### src/rtl/phy_stats_pkg.sv
package phy_stats_pkg;
  // register placement: the control word, then three registers per direction
  localparam int unsigned ADDR_CTRL    = 32'h8029;
  localparam int unsigned ADDR_CH0     = 32'h802A;
  localparam int unsigned CH_STRIDE    = 3;
  localparam int unsigned OFS_HI       = 0;
  localparam int unsigned OFS_LO       = 1;
  localparam int unsigned OFS_ERR      = 2;
  localparam int unsigned CTRL_CRC_BIT = 0;
  localparam int unsigned CTRL_CLR_BIT = 1;
  localparam int unsigned NUM_CH       = 2; // index 0 receive, 1 transmit
endpackage

### src/rtl/stats_addr_dec.sv
module stats_addr_dec
  import phy_stats_pkg::*;
#(
  parameter int AW  = 16,
  parameter int NCH = 2
) (
  input  logic [AW-1:0]  addr,
  output logic           hit_ctrl,
  output logic [NCH-1:0] hit_hi,
  output logic [NCH-1:0] hit_lo,
  output logic [NCH-1:0] hit_err
);
  assign hit_ctrl = (addr == AW'(ADDR_CTRL));

  for (genvar g = 0; g < NCH; g++) begin : g_ch
    localparam int unsigned BASE = ADDR_CH0 + CH_STRIDE * g;
    assign hit_hi[g]  = (addr == AW'(BASE + OFS_HI));
    assign hit_lo[g]  = (addr == AW'(BASE + OFS_LO));
    assign hit_err[g] = (addr == AW'(BASE + OFS_ERR));
  end
endmodule

### src/rtl/stats_pkt_cnt.sv
module stats_pkt_cnt #(
  parameter int CW = 32,
  parameter int HW = 16
) (
  input  logic          clk,
  input  logic          rst_n,
  input  logic          ev,
  input  logic          grab,
  input  logic          clr,
  output logic [CW-1:0] count,
  output logic [HW-1:0] snap
);
  function automatic logic [CW-1:0] pkt_next(input logic [CW-1:0] cur,
                                              input logic ev_i,
                                              input logic clr_i);
    if (clr_i) return CW'(ev_i);
    return cur + CW'(ev_i);
  endfunction

  logic [CW-1:0] count_nxt;
  assign count_nxt = pkt_next(count, ev, clr);

  always_ff @(posedge clk) begin
    if (!rst_n) begin
      count <= '0;
      snap  <= '0;
    end else begin
      count <= count_nxt;
      if (grab) snap <= count[HW-1:0];
    end
  end
endmodule

### src/rtl/stats_err_cnt.sv
module stats_err_cnt #(
  parameter int EW = 16
) (
  input  logic          clk,
  input  logic          rst_n,
  input  logic          ev,
  input  logic          clr,
  output logic [EW-1:0] count
);
  function automatic logic [EW-1:0] err_next(input logic [EW-1:0] cur,
                                              input logic ev_i,
                                              input logic clr_i);
    if (clr_i) return EW'(ev_i);
    if (ev_i && (cur != '1)) return cur + EW'(1);
    return cur;
  endfunction

  logic [EW-1:0] count_nxt;
  assign count_nxt = err_next(count, ev, clr);

  always_ff @(posedge clk) begin
    if (!rst_n) count <= '0;
    else        count <= count_nxt;
  end
endmodule

### src/rtl/phy_pkt_stats.sv
module phy_pkt_stats
  import phy_stats_pkg::*;
#(
  parameter int CNT_W = 32,
  parameter int ERR_W = 16,
  parameter int REG_W = 16,
  parameter int AW    = 16
) (
  input  logic             clk,
  input  logic             rst_n,
  input  logic             rx_frame_end,
  input  logic             rx_crc_bad,
  input  logic             tx_frame_end,
  input  logic             tx_crc_bad,
  input  logic [AW-1:0]    mgmt_addr,
  input  logic             mgmt_rd,
  input  logic             mgmt_wr,
  input  logic [REG_W-1:0] mgmt_wdata,
  output logic [REG_W-1:0] mgmt_rdata
);
  localparam int NCH  = NUM_CH;
  localparam int HI_W = CNT_W - REG_W;

  logic ctrl_crc_q, ctrl_clr_q;
  logic hit_ctrl;
  logic [NCH-1:0] hit_hi, hit_lo, hit_err;
  logic [NCH-1:0] ch_fe, ch_bad;
  logic [NCH-1:0] hi_rd, pkt_clr, err_clr, err_ev;
  logic [CNT_W-1:0] pkt_cnt [NCH];
  logic [REG_W-1:0] pkt_snap [NCH];
  logic [ERR_W-1:0] err_cnt [NCH];
  logic [REG_W-1:0] rd_val;

  // named views for the checker
  logic [CNT_W-1:0] rx_pkt_q, tx_pkt_q;
  logic [REG_W-1:0] rx_snap_q, tx_snap_q;
  logic [ERR_W-1:0] rx_err_q, tx_err_q;

  wire unused_wdata = ^mgmt_wdata[REG_W-1:2];

  assign ch_fe  = {tx_frame_end, rx_frame_end};
  assign ch_bad = {tx_crc_bad, rx_crc_bad};

  stats_addr_dec #(.AW(AW), .NCH(NCH)) u_dec (
    .addr     (mgmt_addr),
    .hit_ctrl (hit_ctrl),
    .hit_hi   (hit_hi),
    .hit_lo   (hit_lo),
    .hit_err  (hit_err)
  );

  for (genvar g = 0; g < NCH; g++) begin : g_ch
    assign hi_rd[g]   = mgmt_rd & hit_hi[g];
    assign pkt_clr[g] = hi_rd[g] & ctrl_clr_q;
    assign err_clr[g] = mgmt_rd & hit_err[g] & ctrl_clr_q;
    assign err_ev[g]  = ch_fe[g] & ch_bad[g] & ctrl_crc_q;

    stats_pkt_cnt #(.CW(CNT_W), .HW(REG_W)) u_pkt (
      .clk   (clk),
      .rst_n (rst_n),
      .ev    (ch_fe[g]),
      .grab  (hi_rd[g]),
      .clr   (pkt_clr[g]),
      .count (pkt_cnt[g]),
      .snap  (pkt_snap[g])
    );

    stats_err_cnt #(.EW(ERR_W)) u_err (
      .clk   (clk),
      .rst_n (rst_n),
      .ev    (err_ev[g]),
      .clr   (err_clr[g]),
      .count (err_cnt[g])
    );
  end

  assign rx_pkt_q  = pkt_cnt[0];
  assign tx_pkt_q  = pkt_cnt[1];
  assign rx_snap_q = pkt_snap[0];
  assign tx_snap_q = pkt_snap[1];
  assign rx_err_q  = err_cnt[0];
  assign tx_err_q  = err_cnt[1];

  always_comb begin
    rd_val = '0;
    if (hit_ctrl) begin
      rd_val[CTRL_CRC_BIT] = ctrl_crc_q;
      rd_val[CTRL_CLR_BIT] = ctrl_clr_q;
    end
    for (int c = 0; c < NCH; c++) begin
      if (hit_hi[c])  rd_val = REG_W'(pkt_cnt[c][CNT_W-1 -: HI_W]);
      if (hit_lo[c])  rd_val = pkt_snap[c];
      if (hit_err[c]) rd_val = REG_W'(err_cnt[c]);
    end
  end

  always_ff @(posedge clk) begin
    if (!rst_n) begin
      ctrl_crc_q <= 1'b0;
      ctrl_clr_q <= 1'b0;
      mgmt_rdata <= '0;
    end else begin
      if (mgmt_wr && hit_ctrl) begin
        ctrl_crc_q <= mgmt_wdata[CTRL_CRC_BIT];
        ctrl_clr_q <= mgmt_wdata[CTRL_CLR_BIT];
      end
      if (mgmt_rd) mgmt_rdata <= rd_val;
    end
  end
endmodule

### config.mk
export PLATFORM = sky130hd
export DESIGN_NAME = phy_pkt_stats
export DESIGN_NICKNAME = d
export VERILOG_FILES = /design/src/rtl/phy_stats_pkg.sv /design/src/rtl/stats_addr_dec.sv /design/src/rtl/stats_pkt_cnt.sv /design/src/rtl/stats_err_cnt.sv /design/src/rtl/phy_pkt_stats.sv
export SDC_FILE = /design/constraint.sdc
export NUM_CORES = 1
export LEC_CHECK = 0
export BUFFER_PORTS_ARGS = -buffer_cell sky130_fd_sc_hd__buf_2
export CORE_AREA = 2 2 124 126
export CTS_BUF_LIST = sky130_fd_sc_hd__clkbuf_8
export CTS_CLUSTER_DIAMETER = 100
export DETAILED_ROUTE_END_ITERATION = 16
export DIE_AREA = 0 0 126 128
export PLACE_DENSITY_LB_ADDON = 0.05
export SLEW_MARGIN = 0
export SYNTH_ARGS = -nofsm -noshare
export SYNTH_HDL_FRONTEND = slang
export SYNTH_SLANG_ARGS = --single-unit
export TNS_END_PERCENT = 100
### constraint.sdc
create_clock -name clk -period 4.65 [get_ports clk]
set_clock_uncertainty 0.2 [all_clocks]
set_input_delay 0.6975 -clock clk [delete_from_list [all_inputs] [get_ports clk]]
set_output_delay 0.6975 -clock clk [all_outputs]
set_load 0.1 [all_outputs]
==> results.py <==
metrics = {
    "global_routing": {
        "grt_pass1_vias": 6019,
        "grt_max_degree": 39,
        "gr-total-overflow": 0,
        "grt_usage": 0.250,
        "grt_pass1_wl_um": 31600,
        "antenna_found_initial": 0,
    },
    "synth": {
        "yosysMostFrequentCell": "dfxtp_1",
        "synth_ff_type": "dfxtp_1",
        "netlist_area_sq_um": 7250,
        "synthXorXnorAreaFrac": 0.0966,
        "synth.avg_cell_area_sq_um": 8.36,
        "synth_compound_area_frac": 0.182,
        "ys_seq_elements": 146,
        "synthArstFlopShare": 0,
        "yosysSeqAreaShare": 0.403,
        "synth_edf_count": 0,
        "yosys-top-cells-count": "dfxtp_1, nand2_1, nor2_1",
        "yosys.area.top_type": "dfxtp_1",
        "synthDistinctLibCells": 55,
        "synth_area_leaders": "dfxtp_1, xnor2_1, nand2_1",
        "netlist.area_leader.share": 0.403,
        "synth_top_family_by_area": "simple AND/OR/NAND/NOR gates",
        "synth_fa_ha_area_frac": 0.0104,
        "synthCells": 868,
        "syn_nets": 914,
        "synthMuxAreaShare": 0.00587,
        "ys_warn_count": 0,
        "synthSimpleGateAreaFrac": 0.259,
    },
    "clock_tree": {
        "clk_pin_slew_worst_paths_ps": 80,
        "post_cts.repair.setup_buffers": 0,
        "clk_latency_ps": 470,
        "max-clock-path-buffers": 2,
        "post_cts_resized": 0,
        "cts_tree": "done",
        "cts_sinks": 146,
        "clockRootBuffer": "clkbuf_8",
        "numCtsBuffers": 17,
        "h-tree-depth": 4,
        "cts_hold_buf": 0,
    },
    "power_and_ir_drop": {
        "p_int_mw": 2.00,
        "clkPwrFrac": 0.464,
        "power_density_nw_per_um2": 325,
        "p_leak_nw": 2.61,
        "power.switching_uw": 608,
        "ir_worst_vdd_uv": 191,
        "combPwrFrac": 0.051,
        "power_frac_seq": 0.486,
        "swShare": 0.233,
    },
    "drt": {
        "vias_per_cell": 5.96,
        "drt_first_iter_violations": 495,
        "dr.pass1.iters": 5,
        "wl_per_cell_um": 18.2,
        "drt_wl_total_um": 19600,
        "vias": 6434,
        "final_antenna_net_count": 0,
        "drc": 0,
    },
    "floorplanning": {
        "dieWidth_um": 126,
        "die_y_um": 128,
        "core_sq_um": 14900,
        "initial_utilization": 0.488,
        "top_level_ports": 56,
        "die-area_sq_um": 16100,
        "rows": 45,
    },
    "placed_design": {
        "dp.cells": 1048,
        "gp_congestion": 0.838,
        "portBuffers": 41,
        "dpl.hpwl_um": 14100,
        "detailed_place.area_sq_um": 7530,
    },
    "critical_path": {
        "crit_arrival_ps": 2950,
        "cp.required_ps": 4800,
        "slowest_delay_ps": 850,
        "critPathMaxFanout": 18,
        "worst_setup_path_end_kind": "flop",
        "startpoint_type": "input port",
        "cp_slowest_cell": "o21ai_1",
        "worstSetupPathType": "input port to flop",
        "cp_cell_sequence": "buf_2 -> nor4_2 -> nand4_1 -> buf_4 -> o21ai_1 -> o21bai_1 -> a31oi_1",
    },
    "timing": {
        "period_share": 0.603,
        "tightest_slew_ps": 1080,
        "hold_viol_final": 0,
        "min_period_ps": 2800,
        "hold_slack_ps": 255,
        "drv_slew": 0,
        "finalSetupViolCount": 0,
        "fmax_mhz": 357,
        "tns_ps": 0,
        "rsz0062_at_grt": "false",
        "max-slew-margin-rel": 0.274,
    },
    "cells_and_area": {
        "n_antenna_cell": 0,
        "area_delta_synth_final_pct": 10.4,
        "instances_no_fill": 1080,
        "fin_util": 0.539,
        "finalNetCount": 925,
        "finalInstanceArea_sq_um": 8010,
        "layout-drive-gt1-share": 0.118,
    },
    "run_status": {
        "status": "complete, no violations",
    },
    "worst_hold_path": {
        "hold_path_class": "flop to flop",
    },
    "run": {
        "cap_viol_max_count": 0,
    },
}
## metal layers
| layer | GRT usage | part of all wire | vias to the layer above |
|---|---|---|---|
| met3 | 0.0434 | 0.038 | 33 |
| met1 | 0.308 | 0.44 | 3129 |
| met4 | 0.103 | 0.027 | 0 |
| met5 | 0 | 0 | - |
| li1 | - | - | 3119 |
| met2 | 0.433 | 0.50 | 153 |
## power by group through the flow
stage | Combinational, mW | Clock [mW] | Sequential [mW]
global route | 0.142 | 1.29 | 1.27
floorplan | 0.0556 | 0 | 1.33
global placement | 0.130 | 0 | 1.29
detailed placement | 0.132 | 0 | 1.29
CTS | 0.132 | 1.23 | 1.26
finish | 0.132 | 1.21 | 1.27
## critical path: cells and delay by family
kind,cells,cell delay (ps)
and+or+nand+nor,2,750
buffers and inverters,2,370
AOI/OAI and AO/OA,3,1130
## final cells by class
class,count,area [sq um]
sequential,146,2920
tap,188,235
clock buffer,18,248
clock inverter,14,234
multi-input combinational,644,4030
inverter,22,82.6
fill,1445,6860
timing repair buffer,48,258
## path summary, 6_finish.rpt
check             cells past startpoint  slack (ps)                                start                              endpoint
hold reg to reg                       2         250  g_ch[0].u_pkt.snap[12]$_SDFFE_PN0N_   g_ch[0].u_pkt.snap[12]$_SDFFE_PN0N_
hold / removal                        2         250  g_ch[0].u_pkt.snap[12]$_SDFFE_PN0N_   g_ch[0].u_pkt.snap[12]$_SDFFE_PN0N_
setup / recovery                      7        1850                         mgmt_addr[9]  g_ch[1].u_err.count[12]$_SDFFE_PN0P_
setup reg to reg                      7        2130    g_ch[1].u_pkt.count[0]$_SDFF_PN0_    g_ch[1].u_pkt.count[22]$_SDFF_PP0_
## metrics by stage
stage	power, mW	setup slack, ps
final	2.61	1850
after floorplan	1.39	1900
after CTS	2.63	1880
after global routing	2.69	1580
after global placement	1.42	1440
after detailed placement	1.43	1370
## cell families (layout without fill, tap and decap cells)
kind of cell,count (synthesis),count (layout)
and+or+nand+nor,365,365
AOI/OAI and AO/OA,189,189
DFF,146,146
xor gates and xnor gates,80,80
buffers and inverters,78,102
adders and majority gates,6,6
muxes,4,4
## cell usage in the layout, fill, tap and decap left out, types with 7 or more instances in the layout
cell type / Yosys / layout
nand4_1: 30 / 30
and3_1: 13 / 13
o22ai_1: 18 / 18
xor2_1: 28 / 28
nand2_1: 103 / 103
a21oi_1: 18 / 18
clkbuf_8: 0 / 18
a21o_1: 15 / 15
and4_1: 20 / 20
nor3_1: 14 / 14
a22oi_1: 16 / 16
o21ai_0: 39 / 38
a21boi_0: 32 / 32
nor4_1: 15 / 15
a221oi_1: 14 / 14
nand3_1: 36 / 36
buf_2: 2 / 41
buf_4: 0 / 7
nor2_1: 94 / 94
o31ai_1: 7 / 7
dfxtp_1: 146 / 146
xnor2_1: 52 / 52
inv_1: 22 / 22
o31ai_2: 10 / 10
## flip-flops by register name (all words and copies together) (netlist names)
register          cells
ctrl_clr_q            1
mgmt_rdata           16
g_ch.u_pkt.count     64
ctrl_crc_q            1
g_ch.u_err.count     32
g_ch.u_pkt.snap      32
Power figures use the tool's default switching activity.
